[config.mk]
export PLATFORM = sky130hd
export DESIGN_NAME = lock_sequencer
export DESIGN_NICKNAME = d
export VERILOG_FILES = /design/src/rtl/lock_seq_pkg.sv /design/src/rtl/lock_seq_counter.sv /design/src/rtl/lock_seq_decode.sv /design/src/rtl/lock_sequencer.sv
export SDC_FILE = /design/constraint.sdc
export NUM_CORES = 1
export LEC_CHECK = 0
export BUFFER_PORTS_ARGS = -buffer_cell sky130_fd_sc_hd__buf_2
export CELL_PAD_IN_SITES_DETAIL_PLACEMENT = 0
export CELL_PAD_IN_SITES_GLOBAL_PLACEMENT = 2
export CORE_ASPECT_RATIO = 1.4
export CORE_MARGIN = 1
export CORE_UTILIZATION = 37
export DETAILED_ROUTE_END_ITERATION = 10
export GPL_TIMING_DRIVEN = 0
export PLACE_DENSITY = 0.83
export SLEW_MARGIN = 30
export SYNTH_ARGS = -nofsm -noshare
export SYNTH_HDL_FRONTEND = slang
export SYNTH_HIERARCHICAL = 1
export SYNTH_SLANG_ARGS = --single-unit
[constraint.sdc]
create_clock -name clk -period 2.55 [get_ports clk]
set_clock_uncertainty 0.05 [all_clocks]
set_input_delay 0.6375 -clock clk [delete_from_list [all_inputs] [get_ports clk]]
set_output_delay 0.6375 -clock clk [all_outputs]
set_load 0.01 [all_outputs]
[src/rtl/lock_seq_pkg.sv]
package lock_seq_pkg;

    typedef enum logic [2:0] {
        ST_PDOWN   = 3'd0,
        ST_REFLOCK = 3'd1,
        ST_HUNT    = 3'd2,
        ST_SETTLE  = 3'd3,
        ST_LOCKED  = 3'd4
    } seq_state_e;

    typedef struct packed {
        seq_state_e state;
        logic       lock_oe;
        logic       lock_n;
        logic       data_oe;
        logic       force_low;
        logic       clk_sel;
        logic       sw_pulse;
        logic       pll_run;
        logic       err;
    } seq_regs_t;

endpackage

[src/rtl/lock_seq_counter.sv]
module lock_seq_counter #(
    parameter int WIDTH = 8
) (
    input  logic             clk,
    input  logic             rst_n,
    input  logic             clr,
    input  logic             en,
    input  logic [WIDTH-1:0] term,
    output logic             hit
);

    logic [WIDTH-1:0] cnt_d, cnt_q;

    // terminal reached: compare with >= so a lowered limit still fires
    assign hit = en && !clr && (cnt_q >= term);

    always_comb begin
        cnt_d = cnt_q;
        if (clr || hit) begin
            cnt_d = '0;
        end else if (en) begin
            cnt_d = cnt_q + 1'b1;
        end
    end

    always_ff @(posedge clk or negedge rst_n) begin
        if (!rst_n) begin
            cnt_q <= '0;
        end else begin
            cnt_q <= cnt_d;
        end
    end

endmodule

[src/rtl/lock_seq_decode.sv]
module lock_seq_decode
    import lock_seq_pkg::*;
(
    input  seq_state_e st,
    output logic       lock_oe,
    output logic       lock_n,
    output logic       data_oe,
    output logic       force_low,
    output logic       clk_sel,
    output logic       pll_run
);

    always_comb begin
        lock_oe   = (st != ST_PDOWN);
        data_oe   = (st != ST_PDOWN);
        pll_run   = (st != ST_PDOWN);
        lock_n    = (st != ST_LOCKED);
        force_low = (st != ST_LOCKED);
        clk_sel   = (st == ST_LOCKED);
    end

endmodule

[src/rtl/lock_sequencer.sv]
module lock_sequencer
    import lock_seq_pkg::*;
#(
    parameter int REF_LOCK_CYCLES    = 16928,
    parameter int REF_LOCK_CYCLES_SS = 33600,
    parameter int SETTLE_CYCLES      = 288,
    parameter int WDOG_BITS          = 22
) (
    input  logic clk,
    input  logic rst_n,
    input  logic pwrdn_n,
    input  logic ref_locked,
    input  logic tw_seen,
    input  logic ser_active,
    input  logic ss_mode,
    output logic lock_n,
    output logic lock_oe,
    output logic data_oe,
    output logic data_force_low,
    output logic clk_sel_rec,
    output logic clk_sw_pulse,
    output logic pll_run,
    output logic lock_timeout_err
);

    localparam int REF_MAX  = (REF_LOCK_CYCLES_SS > REF_LOCK_CYCLES) ?
                              REF_LOCK_CYCLES_SS : REF_LOCK_CYCLES;
    localparam int REF_W    = $clog2(REF_MAX + 1);
    localparam int SETTLE_W = $clog2(SETTLE_CYCLES + 1);
    localparam logic [REF_W-1:0]    REF_TERM_BASE = REF_W'(REF_LOCK_CYCLES - 1);
    localparam logic [REF_W-1:0]    REF_TERM_SS   = REF_W'(REF_LOCK_CYCLES_SS - 1);
    localparam logic [SETTLE_W-1:0] SETTLE_TERM   = SETTLE_W'(SETTLE_CYCLES - 1);

    seq_regs_t  regs_d, regs_q;
    seq_state_e state_d;
    logic       err_d;
    logic       ref_hit, settle_hit, wdog_hit;
    logic       dec_lock_oe, dec_lock_n, dec_data_oe, dec_force_low, dec_clk_sel, dec_pll_run;

    // ---------------- phase timers ----------------
    lock_seq_counter #(.WIDTH(REF_W)) u_ref_timer (
        .clk   (clk),
        .rst_n (rst_n),
        .clr   (!pwrdn_n || regs_q.state != ST_REFLOCK || ref_locked),
        .en    (regs_q.state == ST_REFLOCK),
        .term  (ss_mode ? REF_TERM_SS : REF_TERM_BASE),
        .hit   (ref_hit)
    );

    lock_seq_counter #(.WIDTH(SETTLE_W)) u_settle_timer (
        .clk   (clk),
        .rst_n (rst_n),
        .clr   (!pwrdn_n || regs_q.state != ST_SETTLE || !ser_active),
        .en    (regs_q.state == ST_SETTLE),
        .term  (SETTLE_TERM),
        .hit   (settle_hit)
    );

    lock_seq_counter #(.WIDTH(WDOG_BITS)) u_word_wdog (
        .clk   (clk),
        .rst_n (rst_n),
        .clr   (!pwrdn_n || regs_q.state != ST_LOCKED || tw_seen || !ser_active),
        .en    (regs_q.state == ST_LOCKED),
        .term  ({WDOG_BITS{1'b1}}),
        .hit   (wdog_hit)
    );

    // ---------------- next state ----------------
    always_comb begin
        state_d = regs_q.state;
        err_d   = regs_q.err;
        unique case (regs_q.state)
            ST_PDOWN: begin
                state_d = ST_REFLOCK;
            end
            ST_REFLOCK: begin
                if (ref_locked) begin
                    state_d = ST_HUNT;
                end else if (ref_hit) begin
                    err_d = 1'b1;
                end
            end
            ST_HUNT: begin
                if (tw_seen && ser_active) begin
                    state_d = ss_mode ? ST_SETTLE : ST_LOCKED;
                end
            end
            ST_SETTLE: begin
                if (!ser_active) begin
                    state_d = ST_HUNT;
                end else if (settle_hit) begin
                    state_d = ST_LOCKED;
                end
            end
            ST_LOCKED: begin
                if (!ser_active || wdog_hit) begin
                    state_d = ST_HUNT;
                end
            end
            default: state_d = ST_PDOWN;
        endcase
        if (!pwrdn_n) begin
            state_d = ST_PDOWN;
            err_d   = 1'b0;
        end
    end

    lock_seq_decode u_decode (
        .st        (state_d),
        .lock_oe   (dec_lock_oe),
        .lock_n    (dec_lock_n),
        .data_oe   (dec_data_oe),
        .force_low (dec_force_low),
        .clk_sel   (dec_clk_sel),
        .pll_run   (dec_pll_run)
    );

    always_comb begin
        regs_d           = regs_q;
        regs_d.state     = state_d;
        regs_d.err       = err_d;
        regs_d.lock_oe   = dec_lock_oe;
        regs_d.lock_n    = dec_lock_n;
        regs_d.data_oe   = dec_data_oe;
        regs_d.force_low = dec_force_low;
        regs_d.clk_sel   = dec_clk_sel;
        regs_d.pll_run   = dec_pll_run;
        regs_d.sw_pulse  = (dec_clk_sel != regs_q.clk_sel);
    end

    always_ff @(posedge clk or negedge rst_n) begin
        if (!rst_n) begin
            regs_q <= '{state: ST_PDOWN, lock_oe: 1'b0, lock_n: 1'b1, data_oe: 1'b0,
                        force_low: 1'b1, clk_sel: 1'b0, sw_pulse: 1'b0,
                        pll_run: 1'b0, err: 1'b0};
        end else begin
            regs_q <= regs_d;
        end
    end

    assign lock_n           = regs_q.lock_n;
    assign lock_oe          = regs_q.lock_oe;
    assign data_oe          = regs_q.data_oe;
    assign data_force_low   = regs_q.force_low;
    assign clk_sel_rec      = regs_q.clk_sel;
    assign clk_sw_pulse     = regs_q.sw_pulse;
    assign pll_run          = regs_q.pll_run;
    assign lock_timeout_err = regs_q.err;

    // ---------------- assertions ----------------
    a_r1_pdown_hiz: assert property (@(posedge clk) disable iff (!rst_n)
        !pwrdn_n |=> (!lock_oe && !data_oe && !pll_run && !clk_sel_rec && lock_n));

    a_r2_release: assert property (@(posedge clk) disable iff (!rst_n)
        (pwrdn_n && !pll_run) |=> (pll_run && lock_oe && lock_n && data_force_low && !clk_sel_rec));

    a_r3_err_from_ref: assert property (@(posedge clk) disable iff (!rst_n)
        $rose(lock_timeout_err) |-> (pll_run && lock_n));

    a_r4_lock_outputs: assert property (@(posedge clk) disable iff (!rst_n)
        (lock_oe && !lock_n) |-> (clk_sel_rec && data_oe && !data_force_low));

    a_r6_wdog_unlock: assert property (@(posedge clk) disable iff (!rst_n)
        (regs_q.state == ST_LOCKED && wdog_hit && pwrdn_n) |=> lock_n);

    a_r8_inactive_unlock: assert property (@(posedge clk) disable iff (!rst_n)
        !ser_active |=> lock_n);

    a_r9_pulse_on_change: assert property (@(posedge clk) disable iff (!rst_n)
        !$stable(clk_sel_rec) |-> clk_sw_pulse);

    a_r9_pulse_only_change: assert property (@(posedge clk) disable iff (!rst_n)
        clk_sw_pulse |-> !$stable(clk_sel_rec));

endmodule

==> results of run 1 <==
power by group through the flow:
stage                     clock, mW  sequential [mW]  combinational (mW)
final                          1.24            0.942               0.227
after global routing           1.30            0.944               0.262
after CTS                      1.26            0.942               0.211
after detailed placement          0            0.956               0.199
after global placement            0            0.956               0.191
after floorplan                   0            0.959               0.127
layout make-up:
class / count / area [um^2]
Clock inverter: 4 / 50.0
Tap cell: 144 / 180
Multi-Input combinational cell: 381 / 3000
Fill cell: 1069 / 5890
Sequential cell: 58 / 1460
Buffer: 13 / 96.3
Timing Repair Buffer: 42 / 295
Inverter: 59 / 221
Clock buffer: 12 / 256
cells in the mapped netlist (all sizes together) (11+ instances only):
master  count  share of area (%)
xor2       18                3.6
inv        59                5.0
buf        11                2.0
nand3      26                3.3
nor2       32                3.2
o21ai      13                1.7
dfrtp      56                 32
nand2      36                3.1
ha         50                 14
a211oi     20                5.2
a21oi      27                3.3
xnor2      15                3.0
sequential cells by signal, summed over array words and instances (netlist names):
signal and cells:
clk_sel_rec 1, clk_sw_pulse 1, data_force_low 1, data_oe 1
lock_n 1, lock_oe 1, lock_timeout_err 1, pll_run 1
regs_q 3, u_ref_timer/cnt_q 16, u_settle_timer/cnt_q 9, u_word_wdog/cnt_q 22
routing by layer:
metal  vias to the layer above  track usage (%)  part of all wire [%]
met1                      1733             21.3                    44
li1                       1811                -                     -
met5                         -                0                     0
met2                        33             28.8                    52
met3                        13             3.13                   2.3
met4                         0             6.92                   1.8
critical path: stages (launching register included):
cell and delay [ps]:
dfrtp_1 390, inv_2 80, ha_4 190, nand2b_4 140, a21oi_4 150, nor3_2 70
o211a_4 240, nor2_4 130, nor3b_2 60, nor3b_2 180, o21bai_1 100, a211oi_2 390
or3b_4 430
worst min-delay path by stage:
stage / start / end / slack (ps) / depth (start not counted)
global route: rst_n / u_ref_timer/cnt_q[11] / 160 / 1
floorplan: rst_n / clk_sel_rec / 290 / 0
finish: rst_n / u_ref_timer/cnt_q[11] / 140 / 1
CTS: rst_n / u_ref_timer/cnt_q[11] / 150 / 1
global placement: clk_sel_rec / clk_sw_pulse / 410 / 1
detailed placement: clk_sel_rec / clk_sw_pulse / 420 / 1
repair_timing:
item / 4_1_cts / 5_1_grt
endpoints found under the hold margin: 0 / 0
hold buffers: 0 / 0
cloned: 0 / 0
setup endpoints to repair: 11 / 11
pin swaps: 17 / 19
resized for setup: 19 / 18
buffers inserted: 9 / 18
kinds of logic (layout without fill, tap and decap cells):
logic type / count (synthesis) / count (layout) / share of synthesized area, %
buffers and inverters: 73 / 130 / 7.28
AND/OR/NAND/NOR: 159 / 159 / 20.9
flip-flops: 58 / 58 / 32.9
AO/OA/AOI/OAI: 95 / 95 / 17.8
other: 2 / 43 / 0.170
XOR/XNOR: 33 / 33 / 6.54
multiplexers: 1 / 1 / 0.255
adder cells (fa/ha/maj): 50 / 50 / 14.2
==> impl_metrics.csv, run 1 <==
group,metric,value,unit
status,status,"finished, violations left",
status,violations,"setup timing",
cts,cts_made_buffers,9,
floorplan,initial_utilization,38.6,%
sta,hold_ws,139,ps
floorplan,coreArea,0.0115,mm^2
sta,relSlewSlack,53.8,%
sta,hold_violations,0,
place,placedInstanceArea,0.00487,mm^2
run,drv_cap,0,
cells_and_area,finalNonFillerCells,713,
cts,clkTransAtPathRegs,50,ps
cells_and_area,antennaDiodeCount,0,
global_routing,grt_pass1_wl,16.7,mm
cells_and_area,nets,621,
yosys,synth-edff-count,0,
yosys,syn_inst,471,
yosys,ys_types,66,
power,p_int,1.83,mW
yosys,yosysWarnings,6,
floorplan,die_area,0.0124,mm^2
critical_path,r2r_cells,12,
global_routing,grtUsageTotal,17.2,%
sta,setup_viol,6,
floorplan,die_h,131,um
routing,routedWlPerCell,13.9,um
critical_path,crit_start,"u_word_wdog/cnt_q[0]",
routing,antenna_left,0,
floorplan,io_pins,15,
power,switchingPower,0.582,mW
critical_path,worstSetupPathType,"reg2reg",
cells_and_area,layout_common_cells,"inv_1, dfrtp_1, ha_1",
critical_path,arrival,2900,ps
sta,period_minus_slack,2700,ps
sta,max_clock_freq,371,MHz
power,p_leak,2.69,nW
critical_path,critPathLaunchType,"flip-flop",
power,ir_drop,0.355,mV
yosys,async_reset_ff_share,100,%
critical_path,regToRegStartpoint,"u_word_wdog/cnt_q[0]",
critical_path,r2r-end,"lock_n",
critical_path,crit_required,2750,ps
power,powerDensity,433,mW/mm^2
routing,first_pass_iters,4,
cts,cts_sinks,58,
power,pwr-share-comb,9.4,%
yosys,synth.avg_cell_area,9.38,um^2
power,pwr-share-clk,51.4,%
routing,drt_iter0_drc,138,
cts,cts_root_buf,"clkbuf_16",
place,port_buffers,14,
critical_path,r2r_setup_slack,-150,ps
yosys,yosysSeqAreaShare,32.9,%
yosys,yosys_register_bits,58,
global_routing,grt_pass1_vias,3582,
cts,htree_levels,3,
place,hpwl,7.06,mm
floorplan,row_count,46,
routing,drcViolationCount,0,
cells_and_area,drive_above_1_share,25.1,%
cells_and_area,area_growth,25.9,%
critical_path,path_max_fanout,4,
global_routing,grt_max_degree,39,
cells_and_area,design_area,0.00556,mm^2
cells_and_area,layout_commonest_cell,"inv_1",
critical_path,cp-endpoint,"lock_n",
place,place_inst,671,
sta,fin_ws,-148,ps
cts,clockBufferDepth,2,
sta,final.setup.tns,-504,ps
sta,drv_slew,0,
cts,clock_latency,330,ps
yosys,ys.flop_type,"dfrtp_1",
sta,fin_crit_sh,106,%
routing,routed_wl,9.91,mm
cells_and_area,fin_util,48.6,%
sta,worst_pin_slew,693,ps
yosys,netlist_area,0.00442,mm^2
cts,cts_tree,"built",
power,pwr-share-seq,39.1,%
place,place_ws,-495,ps
global_routing,antenna_found_initial,0,
critical_path,crit_path_end_kind,"flip-flop",
place,globalplace.congestion,0.759,
routing,via_per_inst,5.04,
power,power.total,2.41,mW
sta,rsz0062_at_grt,"true",
power,netSwitchingFraction,24.1,%
floorplan,die_w,94.3,um
hold_path,hp-class,"in2async",
global_routing,grt_overflow,0,
routing,vias,3590,
(Power assumes the default switching activity.)
==> run 2: changes to the inputs <==
--- a/config.mk
+++ b/config.mk
@@ -13,7 +13,7 @@
 export CORE_UTILIZATION = 37
 export DETAILED_ROUTE_END_ITERATION = 10
 export GPL_TIMING_DRIVEN = 0
-export PLACE_DENSITY = 0.83
+export PLACE_DENSITY = 0.84
 export SLEW_MARGIN = 30
 export SYNTH_ARGS = -nofsm -noshare
 export SYNTH_HDL_FRONTEND = slang
==> constraint.sdc (replaced) <==
create_clock -name clk -period 2.55 [get_ports clk]
set_clock_uncertainty 0.05 [all_clocks]
set_input_delay 0.6375 -clock clk [delete_from_list [all_inputs] [get_ports clk]]
set_output_delay 0.6375 -clock clk [all_outputs]
set_load 0.1 [all_outputs]
==> run 2 against run 1 <==
  * The run still ends with setup timing left
  * Flip-flop and latch count did not move
  * Combinational power is 22% higher
  * Highest routed layer unchanged
  * Fmax is 4.0% higher
  * Critical path depth decreased by 1
  * Final cell count rose by 2.0%
  * Worst hold slack improved by 190 ps
  * Via count fell by 0.33%
  * Critical endpoint is now lock_oe
  * Register-to-register slack better by 100 ps
  * Setup slack improved by 100 ps
  * Sequential share of layout area fell by 0.56 points
  * First-iteration DRC count down 3.6%
==> impl_metrics.csv, run 2 (synthesized netlist as in run 1, its figures left out) <==
group,metric,value,unit
sta,period_minus_slack,2600,ps
critical_path,arrival,2770,ps
status,violations,"setup timing",
global_routing,grtUsageMet2,31.1,%
floorplan,die_w,94.3,um
cells_and_area,finalNonFillerCells,727,
global_routing,grt_overflow,0,
floorplan,die_h,131,um
routing,routedWlPerCell,13.8,um
cells_and_area,largest_reg_flops,22,
critical_path,worstSetupPathType,"reg2reg",
cells_and_area,largest-register,"u_word_wdog/cnt_q",
sta,hold_ws,330,ps
sta,hold_violations,0,
critical_path,path_max_fanout,4,
global_routing,grtUsageTotal,18.2,%
critical_path,critPathLaunchType,"flip-flop",
critical_path,crit_required,2720,ps
global_routing,gr-usage-met1,22.2,%
floorplan,die_area,0.0124,mm^2
run,drv_cap,0,
cells_and_area,design_area,0.00566,mm^2
power,power.total,2.47,mW
cells_and_area,area_growth,28.1,%
critical_path,crit_path_end_kind,"flip-flop",
floorplan,io_pins,15,
global_routing,grt_max_degree,59,
cts,cts_root_buf,"clkbuf_16",
status,status,"finished, violations left",
cells_and_area,fillers,1093,
place,port_buffers,14,
routing,via_per_inst,4.92,
sta,fin_crit_sh,102,%
sta,rsz0062_at_grt,"true",
sta,drv_slew,0,
routing,vias,3578,
cells_and_area,layout_common_cells,"inv_1, dfrtp_1, ha_1",
power,ir_drop,0.350,mV
global_routing,busiest_layer,"met2",
global_routing,grt_pass1_vias,3840,
routing,first_pass_iters,5,
global_routing,antenna_found_initial,0,
sta,relSlewSlack,47.9,%
cts,cts_made_buffers,9,
power,p_leak,2.78,nW
floorplan,coreArea,0.0115,mm^2
cells_and_area,layout_commonest_cell,"inv_1",
cells_and_area,drive_above_1_share,26.1,%
cts,cts_sinks,58,
cells_and_area,nets,635,
cells_and_area,antennaDiodeCount,0,
cts,htree_levels,3,
routing,drcViolationCount,0,
routing,routed_wl,10.0,mm
floorplan,row_count,46,
floorplan,initial_utilization,38.6,%
cells_and_area,largestRegisters,"u_word_wdog/cnt_q x22, u_ref_timer/cnt_q x16, u_settle_timer/cnt_q x9",
cts,clockBufferDepth,2,
global_routing,grt_pass1_wl,18.0,mm
place,globalplace.congestion,0.791,
routing,antenna_left,0,
sta,max_clock_freq,385,MHz
global_routing,grt_use_met3,3.94,%
cts,clkTransAtPathRegs,50,ps
sta,final.setup.tns,-172,ps
cts,hold_buffers,0,
place,placedInstanceArea,0.00485,mm^2
routing,drt_iter0_drc,133,
hold_path,hp-class,"in2async",
cts,cts_tree,"built",
place,place_inst,670,
power,powerDensity,437,mW/mm^2
sta,fin_ws,-45.1,ps
sta,worst_pin_slew,781,ps
cts,clock_latency,330,ps
place,hpwl,6.85,mm
sta,setup_viol,6,
==> run 2: cell count changes in the layout (fill, tap and decap cells not counted), moves of 2 or more <==
cell,delta
dfrtp_1,+5
ha_1,+2
buf_4,+11
buf_6,+4
clkinvlp_4,-2
ha_4,-2
dfrtp_2,-5
==> run 2: final timing paths <==
path                                  startpoint                     to  slack (ps)  cells past startpoint
setup / recovery           u_word_wdog/cnt_q[13]                lock_oe         -50                     11
hold / removal                             rst_n  u_ref_timer/cnt_q[11]         330                      1
setup reg to reg           u_word_wdog/cnt_q[13]                lock_oe         -50                     11
hold reg to reg                      clk_sel_rec           clk_sw_pulse         420                      1
max in group asynchronous                  rst_n  u_word_wdog/cnt_q[10]        1550                      1
min in group clk                     clk_sel_rec           clk_sw_pulse         420                      1
==> run 2: what timing repair did <==
| item | in CTS | in global routing |
|---|---|---|
| cloned | 0 | 0 |
| pin swaps | 18 | 2 |
| gates resized for setup | 25 | 11 |
| setup buffers | 37 | 6 |
| endpoints found under the setup margin | 11 | 12 |
==> run 2: report_power, final <==
part	total (mW)	switching [mW]	internal, mW
registers	0.942	0.00950	0.932
logic	0.276	0.190	0.0858
clock network	1.26	0.423	0.833
==> run 2: worst max-delay path: stages (launching register included) <==
cell	delay [ps]
dfrtp_1	380
ha_4	140
nand4_1	130
nor4_4	390
o211a_4	250
nor2_4	40
nor3b_4	200
nor3b_2	70
o21bai_1	200
a211oi_2	120
or3_4	370
buf_6	120
==> run 2: area by class of cell <==
type                            instances  area (um^2)  area share [%]
Sequential cell                        58         1460            25.7
Inverter                               59          221            3.91
Buffer                                 13          104            1.84
Timing Repair Buffer                   56          395            6.99
Clock buffer                           12          267            4.71
Tap cell                              144          180            3.18
Multi-Input combinational cell        381         2990            52.8
Clock inverter                          4         48.8           0.862
==> run 2: layer usage <==
layer / part of all wire, % / up-vias
met1: 45 / 1697
met2: 51 / 33
met4: 1.9 / 0
met5: 0 / -
li1: - / 1835
met3: 2.1 / 13
==> run 2: per-stage QoR <==
step / worst slack [ps] / util (%)
3_5_place_dp: -451 / 42.4
5_1_grt: -201 / 49.4
6_report: -45.1 / 49.4
3_3_place_gp: -444 / 42.3
4_1_cts: -19.0 / 48.5
2_1_floorplan: -2.36 / -
